<file path="src/rtl/sercmd_pkg.sv">
package sercmd_pkg;
  localparam logic [7:0] OP_WR_LO = 8'h80;
  localparam logic [7:0] OP_RD_LO = 8'h81;
  localparam logic [7:0] OP_WR_HI = 8'h82;
  localparam logic [7:0] OP_RD_HI = 8'h83;
  localparam logic [7:0] OP_DIV   = 8'h86;
  localparam logic [7:0] ERR_TAG  = 8'hFA;
  localparam int         DOUT_BIT = 4;

  typedef enum logic [2:0] {
    S_CMD, S_ARG1, S_ARG2, S_ISSUE, S_DATA, S_ERR
  } parse_state_t;
endpackage

</file>
<file path="src/rtl/sercmd_parser.sv">
module sercmd_parser
  import sercmd_pkg::*;
#(
  parameter int DW = 8,
  parameter int LW = 16
) (
  input  logic          clk,
  input  logic          rst_ni,
  input  logic          in_valid,
  input  logic [DW-1:0] in_data,
  output logic          in_ready,
  output logic          out_valid,
  output logic [DW-1:0] out_data,
  input  logic          eng_busy,
  output logic          eng_cmd_valid,
  input  logic          eng_cmd_ready,
  output logic [DW-2:0] eng_cmd_op,
  output logic [LW-1:0] eng_cmd_len,
  output logic          eng_dat_valid,
  output logic [DW-1:0] eng_dat,
  input  logic          eng_dat_ready,
  input  logic [DW-1:0] lo_in,
  input  logic [DW-1:0] hi_in,
  output logic          lo_wr,
  output logic          hi_wr,
  output logic [DW-1:0] wr_val,
  output logic [DW-1:0] wr_oe,
  output logic          div_wr,
  output logic [LW-1:0] div_val
);
  parse_state_t  state_q, state_d;
  logic [DW-1:0] cmd_q, cmd_d, arg_q, arg_d, od_q, od_d;
  logic [LW-1:0] len_q, len_d, cnt_q, cnt_d;
  logic          ov_q, ov_d, guard_q, guard_d;
  logic          hold_cmd, fire;

  assign hold_cmd    = eng_busy | guard_q;
  assign fire        = in_valid & in_ready;
  assign eng_cmd_op  = cmd_q[DW-2:0];
  assign eng_cmd_len = len_q;
  assign eng_dat     = in_data;
  assign wr_val      = arg_q;
  assign wr_oe       = in_data;
  assign div_val     = {in_data, arg_q};
  assign out_valid   = ov_q;
  assign out_data    = od_q;

  always_comb begin
    state_d = state_q; cmd_d = cmd_q; arg_d = arg_q; len_d = len_q;
    cnt_d = cnt_q; ov_d = 1'b0; od_d = od_q; guard_d = 1'b0;
    in_ready = 1'b0; eng_cmd_valid = 1'b0; eng_dat_valid = 1'b0;
    lo_wr = 1'b0; hi_wr = 1'b0; div_wr = 1'b0;
    case (state_q)
      S_CMD: begin
        in_ready = ~hold_cmd;
        if (fire) begin
          cmd_d = in_data;
          if (!in_data[DW-1]) state_d = S_ARG1;
          else begin
            case (in_data)
              OP_WR_LO, OP_WR_HI, OP_DIV: state_d = S_ARG1;
              OP_RD_LO: begin ov_d = 1'b1; od_d = lo_in; end
              OP_RD_HI: begin ov_d = 1'b1; od_d = hi_in; end
              default: begin ov_d = 1'b1; od_d = ERR_TAG; state_d = S_ERR; end
            endcase
          end
        end
      end
      S_ARG1: begin
        in_ready = 1'b1;
        if (fire) begin arg_d = in_data; state_d = S_ARG2; end
      end
      S_ARG2: begin
        in_ready = 1'b1;
        if (fire) begin
          state_d = S_CMD;
          if (!cmd_q[DW-1]) begin
            len_d   = {in_data, arg_q};
            state_d = S_ISSUE;
          end else begin
            lo_wr  = (cmd_q == OP_WR_LO);
            hi_wr  = (cmd_q == OP_WR_HI);
            div_wr = (cmd_q == OP_DIV);
          end
        end
      end
      S_ISSUE: begin
        eng_cmd_valid = 1'b1;
        if (eng_cmd_ready) begin
          guard_d = 1'b1;
          cnt_d   = '0;
          state_d = cmd_q[DOUT_BIT] ? S_DATA : S_CMD;
        end
      end
      S_DATA: begin
        in_ready      = eng_dat_ready;
        eng_dat_valid = in_valid;
        if (fire) begin
          cnt_d = cnt_q + 1'b1;
          if (cnt_q == len_q) state_d = S_CMD;
        end
      end
      S_ERR: begin
        ov_d = 1'b1; od_d = cmd_q; state_d = S_CMD;
      end
      default: state_d = S_CMD;
    endcase
  end

  always_ff @(posedge clk or negedge rst_ni) begin
    if (!rst_ni) begin
      state_q <= S_CMD; cmd_q <= '0; arg_q <= '0; len_q <= '0;
      cnt_q <= '0; ov_q <= 1'b0; od_q <= '0; guard_q <= 1'b0;
    end else begin
      state_q <= state_d; cmd_q <= cmd_d; arg_q <= arg_d; len_q <= len_d;
      cnt_q <= cnt_d; ov_q <= ov_d; od_q <= od_d; guard_q <= guard_d;
    end
  end
endmodule

</file>
<file path="src/rtl/sercmd_gpio_port.sv">
module sercmd_gpio_port #(
  parameter int W = 8
) (
  input  logic         clk,
  input  logic         rst_ni,
  input  logic         wr_en,
  input  logic [W-1:0] wr_val,
  input  logic [W-1:0] wr_oe,
  input  logic         ovr_en,
  input  logic [W-1:0] ovr_mask,
  input  logic [W-1:0] ovr_val,
  output logic [W-1:0] pin_out,
  output logic [W-1:0] pin_oe
);
  logic [W-1:0] val_q, val_d, oe_q, oe_d;

  always_comb begin
    val_d = val_q;
    oe_d  = oe_q;
    if (wr_en) begin
      val_d = wr_val;
      oe_d  = wr_oe;
    end
  end

  always_ff @(posedge clk or negedge rst_ni) begin
    if (!rst_ni) begin
      val_q <= '0;
      oe_q  <= '0;
    end else begin
      val_q <= val_d;
      oe_q  <= oe_d;
    end
  end

  assign pin_out = ovr_en ? ((val_q & ~ovr_mask) | (ovr_val & ovr_mask)) : val_q;
  assign pin_oe  = oe_q;
endmodule

</file>
<file path="src/rtl/sercmd_dispatch.sv">
module sercmd_dispatch #(
  parameter int         DW       = 8,
  parameter int         LW       = 16,
  parameter logic [7:0] ENG_PINS = 8'h07
) (
  input  logic          clk,
  input  logic          rst_n,
  input  logic          in_valid,
  input  logic [DW-1:0] in_data,
  output logic          in_ready,
  output logic          out_valid,
  output logic [DW-1:0] out_data,
  output logic          eng_cmd_valid,
  input  logic          eng_cmd_ready,
  output logic [DW-2:0] eng_cmd_op,
  output logic [LW-1:0] eng_cmd_len,
  output logic          eng_dat_valid,
  output logic [DW-1:0] eng_dat,
  input  logic          eng_dat_ready,
  input  logic          eng_busy,
  input  logic [DW-1:0] eng_pin_val,
  input  logic [DW-1:0] gpio_lo_in,
  output logic [DW-1:0] gpio_lo_out,
  output logic [DW-1:0] gpio_lo_oe,
  input  logic [DW-1:0] gpio_hi_in,
  output logic [DW-1:0] gpio_hi_out,
  output logic [DW-1:0] gpio_hi_oe,
  output logic [LW-1:0] divisor
);
  localparam logic [DW-1:0] OVR_MASK = DW'(ENG_PINS);

  logic [1:0]    rst_sync;
  logic          rst_ni;
  logic          lo_wr, hi_wr, div_wr;
  logic [DW-1:0] wr_val, wr_oe;
  logic [LW-1:0] div_val, div_q, div_d;

  always_ff @(posedge clk or negedge rst_n) begin
    if (!rst_n) rst_sync <= 2'b00;
    else        rst_sync <= {rst_sync[0], 1'b1};
  end
  assign rst_ni = rst_sync[1];

  sercmd_parser #(.DW(DW), .LW(LW)) u_parser (
    .clk(clk), .rst_ni(rst_ni),
    .in_valid(in_valid), .in_data(in_data), .in_ready(in_ready),
    .out_valid(out_valid), .out_data(out_data),
    .eng_busy(eng_busy),
    .eng_cmd_valid(eng_cmd_valid), .eng_cmd_ready(eng_cmd_ready),
    .eng_cmd_op(eng_cmd_op), .eng_cmd_len(eng_cmd_len),
    .eng_dat_valid(eng_dat_valid), .eng_dat(eng_dat), .eng_dat_ready(eng_dat_ready),
    .lo_in(gpio_lo_in), .hi_in(gpio_hi_in),
    .lo_wr(lo_wr), .hi_wr(hi_wr), .wr_val(wr_val), .wr_oe(wr_oe),
    .div_wr(div_wr), .div_val(div_val)
  );

  sercmd_gpio_port #(.W(DW)) u_port_lo (
    .clk(clk), .rst_ni(rst_ni), .wr_en(lo_wr), .wr_val(wr_val), .wr_oe(wr_oe),
    .ovr_en(eng_busy), .ovr_mask(OVR_MASK), .ovr_val(eng_pin_val),
    .pin_out(gpio_lo_out), .pin_oe(gpio_lo_oe)
  );

  sercmd_gpio_port #(.W(DW)) u_port_hi (
    .clk(clk), .rst_ni(rst_ni), .wr_en(hi_wr), .wr_val(wr_val), .wr_oe(wr_oe),
    .ovr_en(1'b0), .ovr_mask('0), .ovr_val('0),
    .pin_out(gpio_hi_out), .pin_oe(gpio_hi_oe)
  );

  always_comb begin
    div_d = div_q;
    if (div_wr) div_d = div_val;
  end

  always_ff @(posedge clk or negedge rst_ni) begin
    if (!rst_ni) div_q <= '0;
    else         div_q <= div_d;
  end
  assign divisor = div_q;
endmodule

</file>
<file path="config.mk">
export PLATFORM = sky130hd
export DESIGN_NAME = sercmd_dispatch
export DESIGN_NICKNAME = d
export VERILOG_FILES = /design/src/rtl/sercmd_pkg.sv /design/src/rtl/sercmd_parser.sv /design/src/rtl/sercmd_gpio_port.sv /design/src/rtl/sercmd_dispatch.sv
export SDC_FILE = /design/constraint.sdc
export NUM_CORES = 1
export LEC_CHECK = 0
export CAP_MARGIN = 40
export CORE_ASPECT_RATIO = 1.25
export CORE_MARGIN = 8
export CORE_UTILIZATION = 45
export CTS_BUF_LIST = sky130_fd_sc_hd__clkbuf_4
export CTS_CLUSTER_SIZE = 40
export DETAILED_ROUTE_END_ITERATION = 10
export MAX_ROUTING_LAYER = met4
export PLACE_DENSITY = 0.73
export SYNTH_ARGS = -nofsm -noshare
export SYNTH_HDL_FRONTEND = slang
export SYNTH_HIERARCHICAL = 1
export SYNTH_SLANG_ARGS = --single-unit
</file>
<file path="constraint.sdc">
create_clock -name clk -period 4 [get_ports clk]
set_input_delay 0.8 -clock clk [delete_from_list [all_inputs] [get_ports clk]]
set_output_delay 0.8 -clock clk [all_outputs]
set_load 0.1 [all_outputs]
</file>
# Word-level counts from Yosys, hierarchy flattened
# Index checks and enable logic that the tools add are counted.
# op_classes
n_lt_le_gt_ge	0
div_mod_pow	0
addsub	1
n_bitwise	5
mul	0
reduce_logical	12
n_shift	0
mux	37
eq_ne	23
# op_table
op	count
8-bit equality test, second input constant	8
16-bit two-way mux	2
16-bit case mux with 2 select lines	1
3-bit two-way mux	8
8-bit two-way mux	3
8-bit case mux with 3 select lines	1
16-bit by 1-bit adder with 16-bit output, second input constant	1
16-bit equality test	1
1-bit two-way mux	16
8-bit case mux with 2 select lines	1
3-bit case mux with 5 select lines	1
2-bit by 1-bit inequality test with 1-bit output, second input constant	5
8-bit by 3-bit bitwise OR with 8-bit output	1
7-bit AND reduction	1
3-bit by 2-bit equality test with 1-bit output, second input constant	2
3-bit equality test, second input constant	2
2-bit inequality test, second input constant	3
3-bit case mux with 2 select lines	1
3-bit AND reduction	2
2-bit AND reduction	2
4-bit AND reduction	1
2-bit nonzero test	2
2-bit OR reduction	2
3-bit by 1-bit equality test with 1-bit output, second input constant	1
other kinds (9)	10
# totals
input_bits	38
output_inout_bits	91
ramBits	0
mem_count	0
regBits	111
romBits	0
latchBits	0

# Longest topological paths before layout
# Gate-level depths: netlist (run 1).
# logic_depth
word_depth	6
ltp_mapped	8

# Modules after synthesis
# Netlist (run 1), hierarchy kept.
# modules_own_cells
mod	cells_per_inst	instances	seq_area_each_um2	area_per_inst_um2
sercmd_parser	328	1	1526.5	3483.3
sercmd_gpio_port	51	2	400.4	777.0
sercmd_dispatch	38	1	450.4	706.9

# Worst setup path after synthesis (run 1)
# OpenSTA, ideal clock, no wires.
# synth_path
kind	in2out
start	input eng_busy
end	output in_ready
t_arrival_ps	1722
path_slack_ps	1478
path_stages	3
path_cell_list	o21ai_0 a21oi_2 inv_1
# synth_between
elab_chain_len	3
# synth_rtl
item	line	source
start: declaration	sercmd_dispatch.sv:20	input logic eng_busy,
1-bit bitwise OR	sercmd_parser.sv:37	assign hold_cmd = eng_busy | guard_q;
1-bit inverter	sercmd_parser.sv:55	in_ready = ~hold_cmd;
1-bit case mux with 3 select lines	sercmd_parser.sv:53	case (state_q)
end: declaration	sercmd_dispatch.sv:10	output logic in_ready,
# Every way passes these cells.

# Worst setup path in the final report (run 1)
# Ends and elaborated chain as after synthesis.

==> results of run 1 <==
[registers in the layout, summed over array words and instances (netlist names), 2 cells and up]
register and count:
u_parser/wr_val 8, u_port_lo/pin_oe 8, u_parser/cmd_q 8, u_port_lo/val_q 8, u_parser/eng_cmd_len 16, u_parser/out_data 8, u_port_hi/val_q 8, divisor 16
u_parser/cnt_q 16, u_port_hi/pin_oe 8, rst_sync 2, u_parser/state_q 3
[final timing paths]
check,start,endpoint,slack (ns)
max in group asynchronous,rst_sync[1],u_parser/wr_val[7],2.63
min in group clk,rst_sync[0],rst_sync[1],0.38
max reg2reg,u_parser/state_q[2],u_parser/cnt_q[13],1.65
min,rst_sync[1],u_port_lo/val_q[7],0.25
min reg2reg,rst_sync[1],u_port_lo/val_q[7],0.25
max,eng_busy,in_ready,0.85
[power by group through the flow]
| stage | Clock, µW | Sequential, µW | Combinational, µW |
|---|---|---|---|
| 4_1_cts | 532 | 1760 | 4010 |
| 3_5_place_dp | 0 | 1780 | 4000 |
| 2_1_floorplan | 0 | 2770 | 1470 |
| 5_1_grt | 580 | 1800 | 4110 |
| 6_report | 521 | 1760 | 3980 |
| 3_3_place_gp | 0 | 1770 | 3070 |
[critical path: stages]
cell and delay, ns:
clkdlybuf4s50_1 0.75, o21ai_0 0.18, a21oi_2 0.31, inv_1 0.12, buf_12 0.18
[cells in the final DEF (no fill, tap or decap), types with 2 or more instances in the layout]
cell | Yosys | routed
inv_8 | 0 | 2
o31ai_1 | 3 | 3
clkinv_2 | 0 | 2
mux2i_1 | 6 | 6
nor3_1 | 4 | 3
inv_1 | 3 | 3
clkdlybuf4s50_1 | 0 | 114
mux2_2 | 62 | 62
buf_8 | 0 | 58
dfrtp_1 | 111 | 110
clkinvlp_4 | 0 | 2
a22o_1 | 2 | 2
mux2_4 | 38 | 38
nor3_2 | 2 | 3
nor2_1 | 25 | 24
and2_1 | 3 | 3
mux2_1 | 8 | 8
o41ai_1 | 3 | 3
nand2b_1 | 3 | 3
buf_16 | 0 | 19
and2b_1 | 2 | 2
nand2_1 | 31 | 31
nand3_1 | 7 | 7
buf_12 | 3 | 2
nor3b_1 | 3 | 2
buf_4 | 41 | 24
o21ai_0 | 25 | 25
xnor2_1 | 16 | 16
conb_1 | 2 | 26
o21ai_1 | 2 | 2
a21oi_1 | 9 | 9
clkbuf_4 | 0 | 9
a31oi_1 | 6 | 6
and3_1 | 3 | 3
nand4_1 | 10 | 10
[per-layer routing]
metal / track usage / wire length (µm)
met3: 0.0217 / 575
met4: 0.0601 / 308
met1: 0.226 / 6140
met5: - / 0
met2: 0.342 / 8490
[stage by stage]
| step | hold slack, ns | util | cells | instance area (µm²) |
|---|---|---|---|---|
| finish | 0.248 | 0.671 | 832 | 8460 |
| global route | 0.280 | 0.671 | 832 | 8460 |
| CTS | 0.273 | 0.671 | 832 | 8460 |
| detailed placement | 0.270 | 0.661 | 816 | 8330 |
| global placement | 0.339 | 0.549 | 738 | 6920 |
| floorplan | 0.331 | - | 492 | 5830 |
[cell type report]
cell class | instances | share of cell area
Clock inverter | 7 | 0.00666
Multi-Input combinational cell | 317 | 0.304
Timing Repair Buffer | 217 | 0.326
Tap cell | 168 | 0.0249
Clock buffer | 9 | 0.00799
Sequential cell | 111 | 0.329
Inverter | 3 | 0.00133
[kinds of logic after synthesis]
family                   Yosys count  synth area share
XOR/XNOR                          16            0.0244
adder cells (fa/ha/maj)            1           0.00218
AO/OA/AOI/OAI                     58            0.0632
multiplexers                     114             0.247
other                              2           0.00131
AND/OR/NAND/NOR                  102            0.0924
buffers and inverters             64            0.0860
flip-flops                       111             0.484
==> results.cfg, run 1 <==
[finish]
area_growth_pct = 47.2
diodes = 0
nets = 698
seqCellArea_mm2 = 0.00278
multi_input_area_mm2 = 0.00257
final_layout_size_suffix_gt1_frac = 0.351
nFillCells = 886

[hold_path]
hp-class = reg2async

[placed_design]
place.gp.congestion = 0.878
place_ws_ns = 0.833
dp_hpwl_mm = 12.3
port_buffers = 128

[sta]
setup_viol = 0
hold_violations = 0
tightestPinTransition_ns = 0.946
maxSlewViolCount = 0
post-route-min-period_ns = 3.15
final.setup_skew_ns = 0.0310
fin_ws_ns = 0.853
period_share = 0.787
fmax_mhz = 318
slew_headroom = 0.367
rsz0062_at_grt = no
final.setup.tns_ns = 0

[cts]
cts_tree = done
htree_levels = 3
clkSinkCount = 111
post_cts.repair.setup_buffers = 0
numCtsBuffers = 9
cts.clk_slew.worst_paths_ns = 0.18
clockRootBuffer = clkbuf_4
clkLatencyLatePin_ns = 0.47
ctsResizeCount = 0
clockBufferDepth = 2
hold_buffers = 0

[yosys]
ys_warn_count = 6
netlist_instances = 468
synth_top_flop_cell = dfrtp_1
synth_area_mm2 = 0.00574
yosysUniqueCellTypes = 49
yosysMostFrequentCell = dfrtp_1
ys_top_cells_by_area = dfrtp_1 48%, mux2_2 12%, mux2_4 9.9%
synth_top_area_share = 0.484
avgSynthCellArea_um2 = 12.3
yosys_register_bits = 111
synth.yosys.seq_area_share = 0.484
ys_async_sr_fraction = 1.00
synth_top_cell_by_area = dfrtp_1
netlist_top_cells_count = 111 x dfrtp_1, 62 x mux2_2, 41 x buf_4
synth_edf_count = 0

[worst_setup_path]
worstPathArrival_ns = 2.35
start_kind = input port
crit_type = in2out
worst_r2r_path_depth = 5
end_kind = primary output
path_max_fanout = 10
crit_required_ns = 3.20

[pwr]
p_leak_uw = 0.00372
peakVddDrop_uv = 607
switching_power_uw = 3120
power.clock.fraction = 0.083
comb_power_share = 0.636
power_uw = 6260
switching_share = 0.499
pwr_density_cell_mw_per_mm2 = 740
seqPwrFrac = 0.281
intPower_uw = 3130

[floorplanning]
dieArea_mm2 = 0.0167
start_util = 0.456
core-area_mm2 = 0.0126
core.rowCount = 46
io_pins = 129
fp.dieW_um = 117
die_y_um = 142

[grt]
grt_max_degree = 44
antenna_found_initial = 0
grt_pass1_vias = 4434
grt_pass1_wl_mm = 24.3
grt_usage = 0.194
grt_overflow_total = 0

[run_status]
status = finished, final reports clean

[job]
maxCapViolations = 0

[drt]
wl_per_cell_um = 18.6
detail_route.iter0.violations = 236
viasPerCell = 5.08
antenna_left = 0
drcViolationCount = 0
vias = 4227
firstDrtPassIters = 5
routed_wl_mm = 15.5
(Power assumes the default switching activity.)
==> inputs of run 2 (changes only) <==
clock period = 2.9 ns   (was 4 ns; I/O delays follow)
==> run 2 against run 1 <==
Net effect:
- sequential cell count did not move
- critical path depth is the same
- sequential power grew 38%
- worst setup slack got worse by 0.49 ns
- largest power group unchanged
==> results.cfg, run 2 (synthesis gave the netlist of run 1 again) <==
[worst_setup_path]
start_kind = flop
worst_path_max_delay_cell = dfrtp_1
path_max_fanout = 12
worstPathArrival_ns = 1.96
crit_type = reg2out
critPathBufInv = 2
r2r_start = u_parser/state_q[2]
end_kind = primary output
crit_family = flip-flops
path_cells = or2_4 > o22ai_2 > a21oi_2 > inv_1 > buf_12
crit_start = u_parser/state_q[0]
slowest_delay_ns = 0.56
crit_required_ns = 2.32

[sta]
slew_headroom = 0.399
rsz0062_at_grt = no
post-route-min-period_ns = 2.54
tightestPinTransition_ns = 0.895
setup_viol = 0
fmax_mhz = 394
final.setup_skew_ns = 0.0116
maxSlewViolCount = 0
final.setup.tns_ns = 0
fin_ws_ns = 0.363
hold_violations = 0
period_share = 0.875

[placed_design]
place_ws_ns = 0.216
place.gp.congestion = 0.910
dp_hpwl_mm = 11.5
port_buffers = 128

[cts]
cts_tree = done
post_cts.repair.setup_buffers = 0
clockBufferDepth = 2
ctsResizeCount = 0
numCtsBuffers = 9
clockRootBuffer = clkbuf_4
cts.clk_slew.worst_paths_ns = 0.16
clkSinkCount = 111
clkLatencyLatePin_ns = 0.46
hold_buffers = 0
htree_levels = 3

[grt]
grt_pass1_wl_mm = 23.3
grt_usage = 0.187
grt_pass1_vias = 4055
antenna_found_initial = 1
grt_max_degree = 51
grt_overflow_total = 0

[floorplanning]
die_y_um = 142
start_util = 0.456
fp.dieW_um = 117
core.rowCount = 46
core-area_mm2 = 0.0126
dieArea_mm2 = 0.0167
io_pins = 129

[drt]
firstDrtPassIters = 4
antenna_left = 0
wl_per_cell_um = 19.4
detail_route.iter0.violations = 211
drcViolationCount = 0
vias = 3953
viasPerCell = 5.19
routed_wl_mm = 14.8

[pwr]
pwr_density_cell_mw_per_mm2 = 1050
power_uw = 7430
p_leak_uw = 0.00326
peakVddDrop_uv = 633

[finish]
nets = 627
area_growth_pct = 23.2
final_layout_size_suffix_gt1_frac = 0.400
final_cell_mix = 110 x dfrtp_1, 95 x buf_4, 62 x mux2_2
final_common_cell = dfrtp_1
nFillCells = 1042

[run_status]
status = finished, final reports clean

[hold_path]
hp-class = reg2async

[job]
maxCapViolations = 0
[run 2: per-stage QoR]
| step | utilization | hold slack (ns) | cells | cell area, µm² |
|---|---|---|---|---|
| 2_1_floorplan | - | 0.284 | 492 | 5840 |
| 3_3_place_gp | 0.550 | 0.237 | 744 | 6930 |
| 3_5_place_dp | 0.550 | 0.246 | 744 | 6930 |
| 4_1_cts | 0.560 | 0.232 | 759 | 7060 |
| 5_1_grt | 0.561 | 0.228 | 761 | 7070 |
| 6_report | 0.561 | 0.244 | 761 | 7070 |
[run 2: path summary, 6_finish.rpt]
kind	slack, ns	end	cells after the start
min in group clk	0.38	rst_sync[1]	0
worst max register to register	0.66	u_port_hi/val_q[3]	6
max in group asynchronous	1.85	divisor[10]	1
worst min register to register	0.24	u_parser/state_q[0]	0
worst max-delay path	0.36	in_ready	5
worst min-delay path	0.24	u_parser/state_q[0]	0
[run 2: power by group]
| part | leakage [µW] | internal, µW | switching, µW |
|---|---|---|---|
| sequential | 0.00145 | 1930 | 498 |
| combinational | 0.00175 | 1190 | 3060 |
| clock | 0.0000654 | 256 | 491 |
| total | 0.00326 | 3380 | 4050 |
[run 2: layout make-up]
type / instances / area (µm²) / share of cell area
multi-input combinational: 317 / 2570 / 0.364
clock inverter: 6 / 62.6 / 0.00884
timing repair buffer: 146 / 1360 / 0.193
antenna: 1 / 2.50 / 0.000354
sequential: 111 / 2780 / 0.393
inverter: 3 / 11.3 / 0.00159
tap: 168 / 210 / 0.0297
clock buffer: 9 / 67.6 / 0.00955
[run 2: routing by layer]
layer	global-route usage	wire, µm	share of wire	up-vias
li1	-	-	-	1831
met5	-	0	0	-
met1	0.220	5810	0.39	1986
met3	0.0238	664	0.045	22
met2	0.319	8000	0.54	114
met4	0.0689	289	0.020	0
==> inputs of run 3 (changes only) <==
--- a/config.mk
+++ b/config.mk
@@ -16,2 +16,3 @@
 export PLACE_DENSITY = 0.73
+export RECOVER_POWER = 100
 export SYNTH_ARGS = -nofsm -noshare
--- a/constraint.sdc
+++ b/constraint.sdc
@@ -3,2 +3,2 @@
 set_output_delay 0.58 -clock clk [all_outputs]
-set_load 0.1 [all_outputs]
+set_load 0.01 [all_outputs]
==> run 3 against run 2 <==
Net effect:
- the run now ends with max-capacitance violations, max-slew violations left
- first-iteration DRC count is 32% higher
- die area unchanged
- register-to-register slack lost 0.44 ns
- critical path depth increased by 1
- largest power group is now sequential cells
- critical path type is now in2reg
- sequential power hardly changed
- global-route usage decreased by 0.52 points
- clock skew grew 0.011 ns
==> results.cfg, run 3 (synthesis gave the netlist of run 1 again) <==
[worst_setup_path]
r2r_start = u_parser/state_q[0]
rrSetupSlack_ns = 0.22
crit_start = in_data[7]
crit_type = in2reg
end_kind = flop
path_max_fanout = 9
worstReg2RegEnd = u_parser/out_data[4]
worst_r2r_path_depth = 5
worstPathArrival_ns = 3.08
crit_required_ns = 3.25
start_kind = input port

[drt]
drcViolationCount = 0
detail_route.iter0.violations = 279
firstDrtPassIters = 4
vias = 3943
viasPerCell = 5.16
antenna_left = 0
routed_wl_mm = 14.2
wl_per_cell_um = 18.6

[pwr]
switching_power_uw = 1760
p_leak_uw = 0.00325
pwr_density_cell_mw_per_mm2 = 728
power_uw = 5100
comb_power_share = 0.364
peakVddDrop_uv = 298
switching_share = 0.345
seqPwrFrac = 0.471
power.clock.fraction = 0.165
intPower_uw = 3340

[grt]
grt_pass1_wl_mm = 22.8
grt_pass1_vias = 4179
grt_usage = 0.182
grt_overflow_total = 0
grt_max_degree = 56
antenna_found_initial = 1

[floorplanning]
io_pins = 129
dieArea_mm2 = 0.0167
die_y_um = 142
core-area_mm2 = 0.0126
fp.dieW_um = 117
start_util = 0.456
core.rowCount = 46

[sta]
slew_headroom = -0.501
final.setup_skew_ns = 0.0229
rsz0062_at_grt = no
setup_viol = 0
tightestPinTransition_ns = 2.25
post-route-min-period_ns = 2.73
period_share = 0.943
final.setup.tns_ns = 0
fmax_mhz = 366
maxSlewViolCount = 56
hold_violations = 0

[placed_design]
dp_hpwl_mm = 11.1
port_buffers = 128
place.gp.congestion = 0.994
dpl_cell_area_mm2 = 0.00705

[finish]
final_area_mm2 = 0.00700
final_layout_size_suffix_gt1_frac = 0.185
final_common_cell = dfrtp_1
nets = 629
area_growth_pct = 21.9
final_cell_mix = 110 x dfrtp_1, 88 x dlygate4sd3_1, 64 x mux2_2

[cts]
hold_buffers = 0
clockBufferDepth = 2
cts.clk_slew.worst_paths_ns = 0.16
numCtsBuffers = 9
clkSinkCount = 111
clkLatencyLatePin_ns = 0.45
htree_levels = 3
cts_tree = done
clockRootBuffer = clkbuf_4

[job]
maxCapViolations = 1

[run_status]
status = finished, violations left
violations = max-capacitance violations, max-slew violations

[hold_path]
hp-class = in2async
-- run 3: critical path, stage by stage --
cell and delay (ns):
clkdlybuf4s50_1 0.52, nor4b_1 0.47, o31a_1 0.28, nand2_2 0.06
o21ai_1 0.75, mux2_2 0.42
-- run 3: area by class of cell --
type                            count  area (µm²)
Fill cell                        1093        5600
Sequential cell                   111        2780
Multi-Input combinational cell    317        2430
Timing Repair Buffer              148        1410
Tap cell                          168         210
Clock inverter                      7        86.3
Clock buffer                        9        67.6
Inverter                            3        11.3
Antenna cell                        1        2.50
-- run 3: worst max path at each step --
| stage | to | slack (ns) |
|---|---|---|
| after global routing | u_port_hi/val_q[5] | 0.01 |
| after floorplan | u_parser/out_data[0] | 0.85 |
| after CTS | eng_dat_valid | 0.07 |
| after detailed placement | gpio_lo_out[2] | 0.25 |
| after global placement | in_ready | 0.25 |
| final | u_parser/out_data[4] | 0.17 |
-- run 3: stage by stage --
| stage | cells | hold WS (ns) | setup WS (ns) | utilization |
|---|---|---|---|---|
| detailed placement | 747 | 0.341 | 0.249 | 0.559 |
| CTS | 763 | 0.224 | 0.0714 | 0.571 |
| floorplan | 492 | 0.284 | 0.848 | - |
| global route | 764 | 0.298 | 0.0125 | 0.555 |
| global placement | 746 | 0.337 | 0.249 | 0.558 |
| finish | 764 | 0.331 | 0.167 | 0.555 |
-- run 3: power by group through the flow --
stage	combinational (µW)	sequential [µW]	clock [µW]
2_1_floorplan	1290	2360	0
3_3_place_gp	2040	2440	0
3_5_place_dp	2080	2460	0
4_1_cts	2090	2430	866
5_1_grt	2000	2470	928
6_report	1860	2400	840
-- run 3: layer usage --
metal  GRT usage  wire length, µm  up-vias
li1            -                -     1845
met1       0.210             5690     1980
met2       0.316             7690      102
met3      0.0246              545       16
met4      0.0615              268        0
met5           -                0        -
-- run 3: what timing repair did --
action,in CTS,in global routing
gates resized for setup,0,1
endpoints found under the setup margin,0,1
setup buffers,0,0
